File: config.mk
export PLATFORM = sky130hd
export DESIGN_NAME = trap_unit
export DESIGN_NICKNAME = d
export VERILOG_FILES = /design/src/rtl/trap_pkg.sv /design/src/rtl/trap_arbiter.sv /design/src/rtl/trap_regs.sv /design/src/rtl/trap_unit.sv
export SDC_FILE = /design/constraint.sdc
export NUM_CORES = 1
export LEC_CHECK = 0
export BUFFER_PORTS_ARGS = -buffer_cell sky130_fd_sc_hd__buf_2
export CAP_MARGIN = 0
export CORE_ASPECT_RATIO = 0.7
export CORE_UTILIZATION = 41
export DETAILED_ROUTE_END_ITERATION = 8
export PLACE_DENSITY = 0.84
export SYNTH_ARGS = -nofsm -noshare
export SYNTH_HDL_FRONTEND = slang
export SYNTH_SLANG_ARGS = --single-unit
File: constraint.sdc
create_clock -name clk -period 1.5 [get_ports clk]
set_input_delay 0.15 -clock clk [delete_from_list [all_inputs] [get_ports clk]]
set_output_delay 0.15 -clock clk [all_outputs]
set_load 0.05 [all_outputs]
File: src/rtl/trap_pkg.sv
package trap_pkg;

  localparam int unsigned CODE_W   = 5;
  localparam int unsigned CODE_LSB = 2;
  localparam int unsigned PEND_LSB = 10;

  typedef enum logic [CODE_W-1:0] {
    EC_INT  = 5'd0,
    EC_SYS  = 5'd8,
    EC_ILL  = 5'd10,
    EC_PRIV = 5'd11,
    EC_OVF  = 5'd12
  } exc_code_e;

  typedef enum logic [1:0] {
    SEL_EPC    = 2'd0,
    SEL_CAUSE  = 2'd1,
    SEL_STATUS = 2'd2,
    SEL_NONE   = 2'd3
  } csr_sel_e;

  typedef struct packed {
    logic pkm;  // mode before last entry
    logic km;   // 1 = kernel
    logic exl;  // exception level
  } status_t;

  localparam status_t STATUS_RST = '{pkm: 1'b1, km: 1'b1, exl: 1'b0};

  // Fixed priority among synchronous events.
  function automatic exc_code_e pick_code(logic ill, logic priv, logic ovf, logic sys);
    if (ill)       return EC_ILL;
    else if (priv) return EC_PRIV;
    else if (ovf)  return EC_OVF;
    else if (sys)  return EC_SYS;
    else           return EC_INT;
  endfunction

  function automatic status_t status_on_entry(status_t s);
    status_t n;
    n.pkm = s.km;
    n.km  = 1'b1;
    n.exl = 1'b1;
    return n;
  endfunction

  function automatic status_t status_on_return(status_t s);
    status_t n;
    n.pkm = s.pkm;
    n.km  = s.pkm;
    n.exl = 1'b0;
    return n;
  endfunction

endpackage

File: src/rtl/trap_arbiter.sv
module trap_arbiter
  import trap_pkg::*;
#(
  parameter int unsigned NIRQ = 6
) (
  input  logic            commit_i,
  input  logic [NIRQ-1:0] irq_i,
  input  status_t         st_i,
  input  logic            ill_i,
  input  logic            ovf_i,
  input  logic            sys_i,
  input  logic            eret_i,
  input  logic            csr_we_i,
  input  logic            io_req_i,
  output logic            take_sync_o,
  output logic            take_irq_o,
  output logic            take_eret_o,
  output logic            csr_wr_ok_o,
  output exc_code_e       code_o
);

  logic [NIRQ-1:0] live_irq;
  logic            priv_bad;
  logic            any_sync;

  genvar g;
  generate
    for (g = 0; g < NIRQ; g++) begin : g_mask
      assign live_irq[g] = irq_i[g] & ~st_i.exl;
    end
  endgenerate

  assign priv_bad = ~st_i.km & (csr_we_i | io_req_i | eret_i);
  assign any_sync = ill_i | priv_bad | ovf_i | sys_i;

  always_comb begin
    take_sync_o = commit_i & any_sync;
    take_eret_o = commit_i & ~any_sync & eret_i & st_i.km;
    take_irq_o  = commit_i & ~any_sync & ~eret_i & (|live_irq);
    csr_wr_ok_o = commit_i & csr_we_i & st_i.km
                  & ~take_sync_o & ~take_eret_o & ~take_irq_o;
    code_o      = take_sync_o ? pick_code(ill_i, priv_bad, ovf_i, sys_i) : EC_INT;
  end

endmodule

File: src/rtl/trap_regs.sv
module trap_regs
  import trap_pkg::*;
#(
  parameter int unsigned XLEN = 32,
  parameter int unsigned NIRQ = 6
) (
  input  logic            clk,
  input  logic            rst_n,
  input  logic            enter_i,
  input  logic            leave_i,
  input  logic            wr_i,
  input  logic [1:0]      sel_i,
  input  logic [XLEN-1:0] wdata_i,
  input  logic [XLEN-1:0] pc_i,
  input  exc_code_e       code_i,
  input  logic [NIRQ-1:0] irq_i,
  output logic [XLEN-1:0] epc_o,
  output logic [XLEN-1:0] cause_o,
  output status_t         st_o
);

  localparam int unsigned ST_W = $bits(status_t);

  logic [XLEN-1:0] epc_q;
  exc_code_e       code_q;
  logic [NIRQ-1:0] pend_q;
  status_t         st_q;

  always_ff @(posedge clk or negedge rst_n) begin
    if (!rst_n) begin
      epc_q  <= '0;
      code_q <= EC_INT;
      pend_q <= '0;
      st_q   <= STATUS_RST;
    end else if (enter_i) begin
      epc_q  <= pc_i;
      code_q <= code_i;
      pend_q <= irq_i;
      st_q   <= status_on_entry(st_q);
    end else if (leave_i) begin
      st_q   <= status_on_return(st_q);
    end else if (wr_i) begin
      if (sel_i == SEL_EPC)    epc_q <= wdata_i;
      if (sel_i == SEL_STATUS) st_q  <= status_t'(wdata_i[ST_W-1:0]);
    end
  end

  always_comb begin
    cause_o = '0;
    cause_o[CODE_LSB +: CODE_W] = code_q;
    cause_o[PEND_LSB +: NIRQ]   = pend_q;
  end

  assign epc_o = epc_q;
  assign st_o  = st_q;

endmodule

File: src/rtl/trap_unit.sv
module trap_unit
  import trap_pkg::*;
#(
  parameter int unsigned     XLEN       = 32,
  parameter int unsigned     NIRQ       = 6,
  parameter logic [XLEN-1:0] HANDLER_PC = 32'h8000_0180
) (
  input  logic            clk,
  input  logic            rst_n,
  input  logic [NIRQ-1:0] irq_i,
  input  logic            commit_i,
  input  logic [XLEN-1:0] pc_i,
  input  logic            fault_illegal_i,
  input  logic            fault_ovf_i,
  input  logic            syscall_i,
  input  logic            eret_i,
  input  logic            io_req_i,
  output logic            io_ok_o,
  input  logic [1:0]      csr_sel_i,
  input  logic            csr_we_i,
  input  logic [XLEN-1:0] csr_wdata_i,
  output logic [XLEN-1:0] csr_rdata_o,
  output logic            redirect_o,
  output logic [XLEN-1:0] redirect_pc_o,
  output logic            kernel_o,
  output logic            level_o
);

  localparam int unsigned ST_W = $bits(status_t);

  logic            take_sync;
  logic            take_irq;
  logic            take_eret;
  logic            take_exc;
  logic            csr_wr_ok;
  exc_code_e       code;
  status_t         st;
  logic            st_pkm;
  logic [XLEN-1:0] epc_q;
  logic [XLEN-1:0] cause_q;

  trap_arbiter #(.NIRQ(NIRQ)) u_arb (
    .commit_i    (commit_i),
    .irq_i       (irq_i),
    .st_i        (st),
    .ill_i       (fault_illegal_i),
    .ovf_i       (fault_ovf_i),
    .sys_i       (syscall_i),
    .eret_i      (eret_i),
    .csr_we_i    (csr_we_i),
    .io_req_i    (io_req_i),
    .take_sync_o (take_sync),
    .take_irq_o  (take_irq),
    .take_eret_o (take_eret),
    .csr_wr_ok_o (csr_wr_ok),
    .code_o      (code)
  );

  assign take_exc = take_sync | take_irq;

  trap_regs #(.XLEN(XLEN), .NIRQ(NIRQ)) u_regs (
    .clk     (clk),
    .rst_n   (rst_n),
    .enter_i (take_exc),
    .leave_i (take_eret),
    .wr_i    (csr_wr_ok),
    .sel_i   (csr_sel_i),
    .wdata_i (csr_wdata_i),
    .pc_i    (pc_i),
    .code_i  (code),
    .irq_i   (irq_i),
    .epc_o   (epc_q),
    .cause_o (cause_q),
    .st_o    (st)
  );

  assign st_pkm = st.pkm;

  always_comb begin
    unique case (csr_sel_i)
      SEL_EPC:    csr_rdata_o = epc_q;
      SEL_CAUSE:  csr_rdata_o = cause_q;
      SEL_STATUS: csr_rdata_o = {{(XLEN-ST_W){1'b0}}, st};
      default:    csr_rdata_o = '0;
    endcase
  end

  assign redirect_o    = take_exc | take_eret;
  assign redirect_pc_o = take_exc ? HANDLER_PC : epc_q;
  assign kernel_o      = st.km;
  assign level_o       = st.exl;
  assign io_ok_o       = io_req_i & st.km;

endmodule

; ---- Word level (Yosys, flattened, before mapping)
; Index checks and enable logic that the tools add are counted.
[op_classes]
n_shift = 0
n_addsub = 0
bitwise_logic = 33
n_reduce_logical = 10
n_lt_le_gt_ge = 0
muxes = 15
n_div = 0
n_mul = 0
n_eq_ne = 3
[op_table]
columns = cell, count
row1 = $mux W32, 5
row2 = $pmux W32 S3, 1
row3 = $mux W5, 4
row4 = $and A1 B1 Y1, 19
row5 = $mux W3, 4
row6 = $not A1 Y1, 7
row7 = $or A1 B1 Y1, 7
row8 = $reduce_and A3 Y1, 2
row9 = $reduce_bool A2 Y1, 3
row10 = $reduce_bool A3 Y1, 2
row11 = $reduce_or A6 Y1, 1
row12 = $mux W4, 1
row13 = $eq A2 B1 Y1 const B, 1
row14 = $eq A2 B2 Y1 const B, 1
row15 = $logic_not A2 Y1, 1
row16 = $ne A2 B1 Y1 const B, 1
row17 = $reduce_and A2 Y1, 1
[totals]
elab_cells = 67
ram_bits = 0
regBits = 46
memories = 0
output_inout_bits = 68
input_bits = 81
latch_bits = 0
rom_bits = 0

; ---- Longest topological paths before layout
; Gate-level depths: netlist (run 1).
[logic_depth]
word_depth = 16
ltp_mapped = 6
ltp_nobuf = 4

; ---- Cells and area by module
; From an unflattened synthesis (run 1), not the netlist that was laid out.
[unflattened]
hier_cells = 337
hier_area_um2 = 3144.3
[modules_own_cells]
columns = module, instances, cells_each, area_per_inst_um2
row1 = trap_regs, 1, 200, 2222.1
row2 = trap_unit, 1, 112, 767.0
row3 = trap_arbiter, 1, 25, 155.1

; ---- Worst setup path before layout (run 1)
; No wires, ideal clock.
[synth_timing]
kind = reg-to-output
startpoint = register u_regs.st_q, in the netlist u_regs.st_o[1]
endpoint = output redirect_pc_o[25]
t_required_ps = 1350
path_buffers = 1
path_stages_with_launch = 5
setup_slack_ps = -542
arrival_ps = 1892
cell_sequence = dfstp_2 o21ai_1 o21ai_4 clkbuf_1 and2_1
[synth_between]
elab_chain_len = 11
elab_cells_between_ends = 12
[synth_lines]
columns = element, line_no
row1 = from (decl), trap_regs.sv:27  ; status_t st_q;
row2 = from (signal assigned), trap_regs.sv:39  ; st_q <= status_on_entry(st_q);
row3 = from (signal assigned), trap_regs.sv:41  ; st_q <= status_on_return(st_q);
row4 = from (signal assigned), trap_regs.sv:44  ; if (sel_i == SEL_STATUS) st_q <= status_t'(wdata_i[ST_W-1:0]);
row5 = $not A1 Y1 *, trap_arbiter.sv:33  ; assign priv_bad = ~st_i.km & (csr_we_i | io_req_i | eret_i);
row6 = $and A1 B1 Y1 *, trap_arbiter.sv:33
row7 = $or A1 B1 Y1 * (3 in a row), trap_arbiter.sv:34  ; assign any_sync = ill_i | priv_bad | ovf_i | sys_i;
row8 = $not A1 Y1, trap_arbiter.sv:39  ; take_irq_o = commit_i & ~any_sync & ~eret_i & (|live_irq);
row9 = $and A1 B1 Y1 (3 in a row), trap_arbiter.sv:39
row10 = $or A1 B1 Y1 *, trap_unit.sv:59  ; assign take_exc = take_sync | take_irq;
row11 = $mux W32 *, trap_unit.sv:89  ; assign redirect_pc_o = take_exc ? HANDLER_PC : epc_q;
row12 = to (decl), trap_unit.sv:24  ; output logic [XLEN-1:0] redirect_pc_o,
; Mark *: on every way between the ends. The rest lies on a longest branch, timed or not.

; ---- Final worst setup path (run 1)
[layout_timing]
startpoint = register u_regs.st_q, in the netlist u_regs.st_o[1]
endpoint = output redirect_o
[layout_between]
elab_chain_len = 11
elab_cells_between_ends = 14
[layout_lines]
columns = element, line_no
row1 = $not A1 Y1, trap_arbiter.sv:33
row2 = $and A1 B1 Y1, trap_arbiter.sv:33
row3 = $or A1 B1 Y1 (3 in a row), trap_arbiter.sv:34
row4 = $not A1 Y1, "trap_arbiter.sv:38, trap_arbiter.sv:39"
row5 = $and A1 B1 Y1, "trap_arbiter.sv:38, trap_arbiter.sv:39"
row6 = $and A1 B1 Y1 (2 in a row), trap_arbiter.sv:39
row7 = $or A1 B1 Y1, trap_unit.sv:59
row8 = $or A1 B1 Y1 *, trap_unit.sv:88  ; assign redirect_o = take_exc | take_eret;
row9 = to (decl), trap_unit.sv:23  ; output logic redirect_o,
; Marks and branches as above.

==> results of run 1 <==
==> through the flow <==
step / setup TNS [ns] / utilization [%] / hold WS [ns] / std cells / instance area [um^2]
global placement: -15.36 / 62.3 / 0.172 / 500 / 4020
CTS: -24.68 / 72.7 / 0.0692 / 519 / 4690
global route: -29.34 / 74.7 / 0.0635 / 527 / 4820
floorplan: -17.71 / - / -0.146 / 249 / 3050
finish: -26.50 / 74.7 / 0.0764 / 527 / 4820
detailed placement: -15.77 / 62.3 / 0.170 / 500 / 4020
==> layout by cell type, fill, tap and decap left out, types with 2 or more instances in the layout <==
cell / netlist / routed
nor2_4: 0 / 4
nand4_1: 2 / 2
nor2b_1: 2 / 2
buf_4: 1 / 33
nor3_1: 2 / 2
o211ai_1: 2 / 2
dfrtp_1: 43 / 42
nand2b_2: 0 / 3
o21ai_1: 1 / 3
and2_1: 50 / 20
clkbuf_16: 0 / 2
mux2i_2: 0 / 2
buf_16: 0 / 3
and2_4: 0 / 30
mux2_4: 6 / 19
buf_8: 0 / 31
buf_12: 0 / 6
mux2_2: 64 / 51
inv_1: 2 / 2
nor2_2: 0 / 2
clkbuf_8: 0 / 6
o21ai_4: 1 / 2
nand2_1: 5 / 4
nor2_1: 17 / 11
buf_6: 7 / 9
buf_2: 1 / 110
mux2i_1: 12 / 10
nor4_1: 2 / 2
==> report_power, final <==
part / switching, mW / internal, mW
logic: 0.975 / 0.857
registers: 0.102 / 1.35
clock network: 0.427 / 0.542
==> routing by layer <==
layer,global-route usage [%],up-vias,wire length (um)
met3,5.56,6,588
met5,0,-,0
met2,44.2,120,4390
met1,30.1,1255,3900
met4,5.31,0,65
li1,-,1229,-
==> worst max-delay path: stages, from the launching register on <==
cell and delay [ns]:
dfstp_4 0.64, o21ai_4 0.07, o21ai_4 0.23, buf_12 0.19
buf_4 0.14, nand2_2 0.06, buf_6 0.15
==> kinds of logic (layout without fill, tap and decap cells) <==
logic type	Yosys count	after routing	share of synthesized area, %
AOI/OAI and AO/OA	16	16	4.60
and+or+nand+nor	87	87	18.0
muxes	82	82	32.9
DFF	45	45	39.9
buffers and inverters	19	206	4.56
==> final cells by class <==
class	count	area share [%]
Clock inverter	2	0.779
Sequential cell	45	23.5
Multi-Input combinational cell	185	37.0
Clock buffer	6	1.71
Tap cell	91	2.36
Inverter	2	0.156
Timing Repair Buffer	196	34.4
==> what timing repair did <==
item	CTS	global route
setup buffers	6	6
pin swaps	3	7
endpoints found under the setup margin	76	78
resized for setup	113	12
endpoints found under the hold margin	19	0
cloned	4	2
hold buffers	1	0
==> state kept, by name, summed over array words and instances (netlist names) <==
signal,flops
u_regs.st_o,3
u_regs.code_q,4
u_regs.epc_o,32
u_regs.pend_q,6
==> synthesized netlist by cell type, drive strengths merged (2+ instances only) <==
master / number / area (um^2)
mux2: 70 / 811
inv: 2 / 7.51
buf: 10 / 95.1
nand2: 5 / 18.8
o21ai: 5 / 36.3
nand2b: 3 / 18.8
mux2i: 12 / 120
nor4: 2 / 12.5
dfstp: 2 / 52.6
nor2b: 2 / 12.5
nor2: 17 / 63.8
clkbuf: 7 / 26.3
nor3: 2 / 10.0
and2: 50 / 313
o211ai: 2 / 15.0
dfrtp: 43 / 1080
nand4: 3 / 33.8
==> worst max path at each step <==
stage,startpoint,to,slack [ns],depth (start not counted)
global placement,irq_i[0],redirect_o,-0.27,9
floorplan,u_regs.st_o[1],u_regs.epc_o[16],-0.27,4
global route,u_regs.st_o[1],redirect_o,-0.48,6
detailed placement,irq_i[0],redirect_o,-0.28,9
CTS,u_regs.st_o[1],redirect_o,-0.42,6
finish,u_regs.st_o[1],redirect_o,-0.43,6
==> impl_metrics.toml, run 1 <==
[layout]
nNetsFinal = 516
drive_gt1_share_pct = 75.0
area_growth_pct = 70.4
diodes = 0
fillers = 403
seqCellArea_um2 = 1130
multiInputGateArea_um2 = 1780

[floorplanning]
start_util_pct = 43.8
ios = 149
dieHeight_um = 71.5
core_um2 = 6460
std_cell_rows = 24
dieWidth_um = 101
dieArea_um2 = 7240

[critical_path]
reg2reg_depth = 7
cp.arrival_ns = 1.78
worst-path-max-fanout = 18
worst-setup-path-type = "reg2out"
start_kind = "flip-flop"
crit_required_ns = 1.35
rr_endpoint = "u_regs.epc_o[31]"
reg2reg_slack_ns = -0.42
end_kind = "primary output"
r2r-start = "u_regs.st_o[1]"

[drt]
drt_first_iter_violations = 102
drt-wirelength-per-cell_um = 17.0
dr.pass1.iters = 4
vias = 2610
routed_via_density = 4.95
drt_wl_total_mm = 8.95
drc = 0
ant_nets = 0

[status]
violations = "setup timing"
status = "complete, but fails checks"

[clocking]
clock-sinks = 45
htree_levels = 2
tritoncts = "yes"
cts_buffer_depth = 2
clk_pin_slew_ns = 0.09
clockRootBuffer = "clkbuf_8"
clk_latency_ns = 0.29
cts_buffers = 5

[logic_synthesis]
synthCells = 249
synth-async-reset-ratio_pct = 100
synth_ff_type = "dfrtp_1"
ys_types = 36
synth-seq-cells = 45
synth_edf_count = 0
seq_area_frac_synth_pct = 39.9
syn_area_um2 = 2830
yosysWarnings = 0
syn-num-nets = 330
syn_avg_cell_area_um2 = 11.4

[min_path]
min_from = "pc_i[24]"
holdPathEnd = "u_regs.epc_o[24]"
min_delay_path_depth = 2
hold_class = "in2reg"

[sta]
fmax_mhz = 519
worst_slew_pin_slew_ns = 0.565
setup_ws_ns = -0.428
setup_viol = 74
rsz0062_at_grt = "yes"
maxSlewHeadroom_pct = 62.4
hold_viol = 0
drv_slew = 0
fin_crit_sh_pct = 129
clock_skew_ns = 0.0100
final_period_minus_worst_setup_slack_ns = 1.93

[placed_design]
dpl.hpwl_mm = 5.62
dp_slack_ns = -0.281
io_buffers = 148
gp_congestion = 0.897

[global_routing]
globalRouteOverflowTotal = 0
grt_pass1_wl_mm = 13.5
grt_pass1_vias = 2697
grt_max_degree = 25
grt_usage_pct = 24.5
antenna_found_initial = 0

[pwr]
p_total_mw = 4.25
cellPowerDensity_nw_per_um2 = 882
p_leak_nw = 2.42
peakVddDrop_v = 0.000557

[run]
max_cap_viol_count = 0
(Power assumes the default switching activity.)
==> inputs of run 2 (changes only) <==
--- a/config.mk
+++ b/config.mk
@@ -8,9 +8,9 @@
 export BUFFER_PORTS_ARGS = -buffer_cell sky130_fd_sc_hd__buf_2
 export CAP_MARGIN = 0
 export CORE_ASPECT_RATIO = 0.7
-export CORE_UTILIZATION = 41
+export CORE_UTILIZATION = 46
 export DETAILED_ROUTE_END_ITERATION = 8
-export PLACE_DENSITY = 0.84
+export PLACE_DENSITY = 0.88
 export SYNTH_ARGS = -nofsm -noshare
 export SYNTH_HDL_FRONTEND = slang
 export SYNTH_SLANG_ARGS = --single-unit
==> constraint.sdc (replaced) <==
create_clock -name clk -period 1.8 [get_ports clk]
set_input_delay 0.18 -clock clk [delete_from_list [all_inputs] [get_ports clk]]
set_output_delay 0.18 -clock clk [all_outputs]
set_load 0.05 [all_outputs]
==> impl_metrics.toml, run 2 (synthesis results as in run 1) <==
[status]
status = "complete, but fails checks"
violations = "setup timing"

[critical_path]
start_kind = "flip-flop"
cp.arrival_ns = 1.70
path_cells = "o21ai_2, o21ai_4, buf_6, buf_12, buf_8, nand2b_4, buf_6"
cpMostUsedCell = "buf_6"
crit_required_ns = 1.62
worst-setup-path-type = "reg2out"
crit_path_max_incr_delay_ns = 0.55
worst-path-max-fanout = 6
slowest_stage = "dfstp_2"
reg2reg_slack_ns = -0.08
end_kind = "primary output"

[layout]
utilization_pct = 77.3
largest_reg_flops = 32
area_growth_pct = 58.9
final_common_cell = "buf_2"
final_cell_mix = "buf_2 (115), mux2_2 (64), dfrtp_1 (43)"
drive_gt1_share_pct = 71.5
design_area_um2 = 4490
nNetsFinal = 501
diodes = 0

[sta]
drv_slew = 0
clock_skew_ns = 0.00331
rsz0062_at_grt = "yes"
worst_slew_pin_slew_ns = 0.583
final_period_minus_worst_setup_slack_ns = 1.88
fin_crit_sh_pct = 105
setup_viol = 36
whs_ns = 0.112
hold_viol = 0
maxSlewHeadroom_pct = 61.1
setup_ws_ns = -0.0843
fmax_mhz = 531

[global_routing]
grt_pass1_wl_mm = 12.8
grt_max_degree = 24
globalRouteOverflowTotal = 0
grt_pass1_vias = 2657
antenna_found_initial = 0
grt_usage_pct = 26.8

[clocking]
clk_latency_ns = 0.29
tritoncts = "yes"
cts_buffer_depth = 2
clockRootBuffer = "clkbuf_8"
clk_pin_slew_ns = 0.09
htree_levels = 2
clock-sinks = 45
cts_buffers = 5

[floorplanning]
ios = 149
dieHeight_um = 67.6
dieWidth_um = 95.7
core_um2 = 5810
start_util_pct = 48.7
dieArea_um2 = 6470
std_cell_rows = 23

[placed_design]
io_buffers = 148
dpl.hpwl_mm = 5.54
placed_cell_area_um2 = 3780
gp_congestion = 0.847

[drt]
drt_wl_total_mm = 8.70
drt-wirelength-per-cell_um = 17.5
routed_via_density = 5.25
dr.pass1.iters = 4
ant_nets = 0
vias = 2605
drc = 0
drt_first_iter_violations = 99

[pwr]
combPwrFrac_pct = 44.0
cellPowerDensity_nw_per_um2 = 755
power.internal_mw = 2.16
p_switching_mw = 1.23
clock_power_share_pct = 20.5
peakVddDrop_v = 0.000404
power_frac_seq_pct = 35.5
p_total_mw = 3.39
swShare_pct = 36.2
p_leak_nw = 2.26

[run]
max_cap_viol_count = 0

[min_path]
hold_class = "in2reg"
-- run 2: cell types whose count changed in the layout (fill, tap and decap cells not counted), moves of 3 or more --
cell and change:
nand2b_2 -3, nor2_1 +5, o21ai_1 -3, buf_12 -3, mux2_4 -13, nor2_4 -4, nand2b_4 +3, buf_2 +5
o21ai_0 +3, buf_4 -15, mux2_2 +13
-- run 2: worst max-delay path: cells and delay by family (launching register included) --
kind                   cells  cell delay (ns)
buffers and inverters      4             0.53
and+or+nand+nor            1             0.05
AOI/OAI and AO/OA          2             0.28
DFF                        1             0.55
-- run 2: final cells by class --
cell class	instances	area (um^2)
multi-input combinational	185	1690
timing repair buffer	181	1470
fill	391	1320
sequential	45	1130
clock buffer	7	96.3
tap	75	93.8
inverter	2	7.51
clock inverter	1	5.00
-- run 2: power groups by stage --
stage               registers (mW)  logic, mW  clock network (mW)
global placement              1.21       1.16                   0
global route                  1.22       1.57               0.767
CTS                           1.20       1.46               0.714
detailed placement            1.22       1.18                   0
finish                        1.21       1.49               0.694
floorplan                     1.19      0.883                   0
-- run 2: path summary, 6_finish.rpt --
path                                   from          endpoint  cells after the start
hold / removal                     pc_i[16]  u_regs.epc_o[16]                      2
max in group asynchronous             rst_n    u_regs.st_o[2]                      3
setup reg to reg             u_regs.st_o[1]   u_regs.epc_o[8]                      7
min in group asynchronous             rst_n   u_regs.epc_o[4]                      2
hold reg to reg            u_regs.code_q[0]  u_regs.code_q[0]                      1
setup / recovery             u_regs.st_o[1]  redirect_pc_o[8]                      7
-- run 2: repair_timing --
item                                    4_1_cts  5_1_grt
resized for setup                           129        3
endpoints found under the setup margin       33       55
setup buffers                                 6        0
hold endpoints to repair                     22        0
gates cloned                                  3        2
hold buffers                                  1        0
pin swaps                                     2        0
-- run 2: per-stage QoR --
stage               worst slack (ns)  TNS (ns)  instances
floorplan                     -0.103     -4.38        249
global placement             -0.0248    -0.257        476
detailed placement           -0.0474    -0.980        476
CTS                          -0.0692     -1.96        494
global route                  -0.147     -4.93        496
finish                       -0.0843     -2.28        496
-- run 2: layer usage --
layer	global-route usage (%)	vias up	routed length [um]
met1	31.5	1248	3530
met2	48.8	131	4400
li1	-	1212	-
met4	9.14	0	136
met5	0	-	0
met3	5.63	14	631
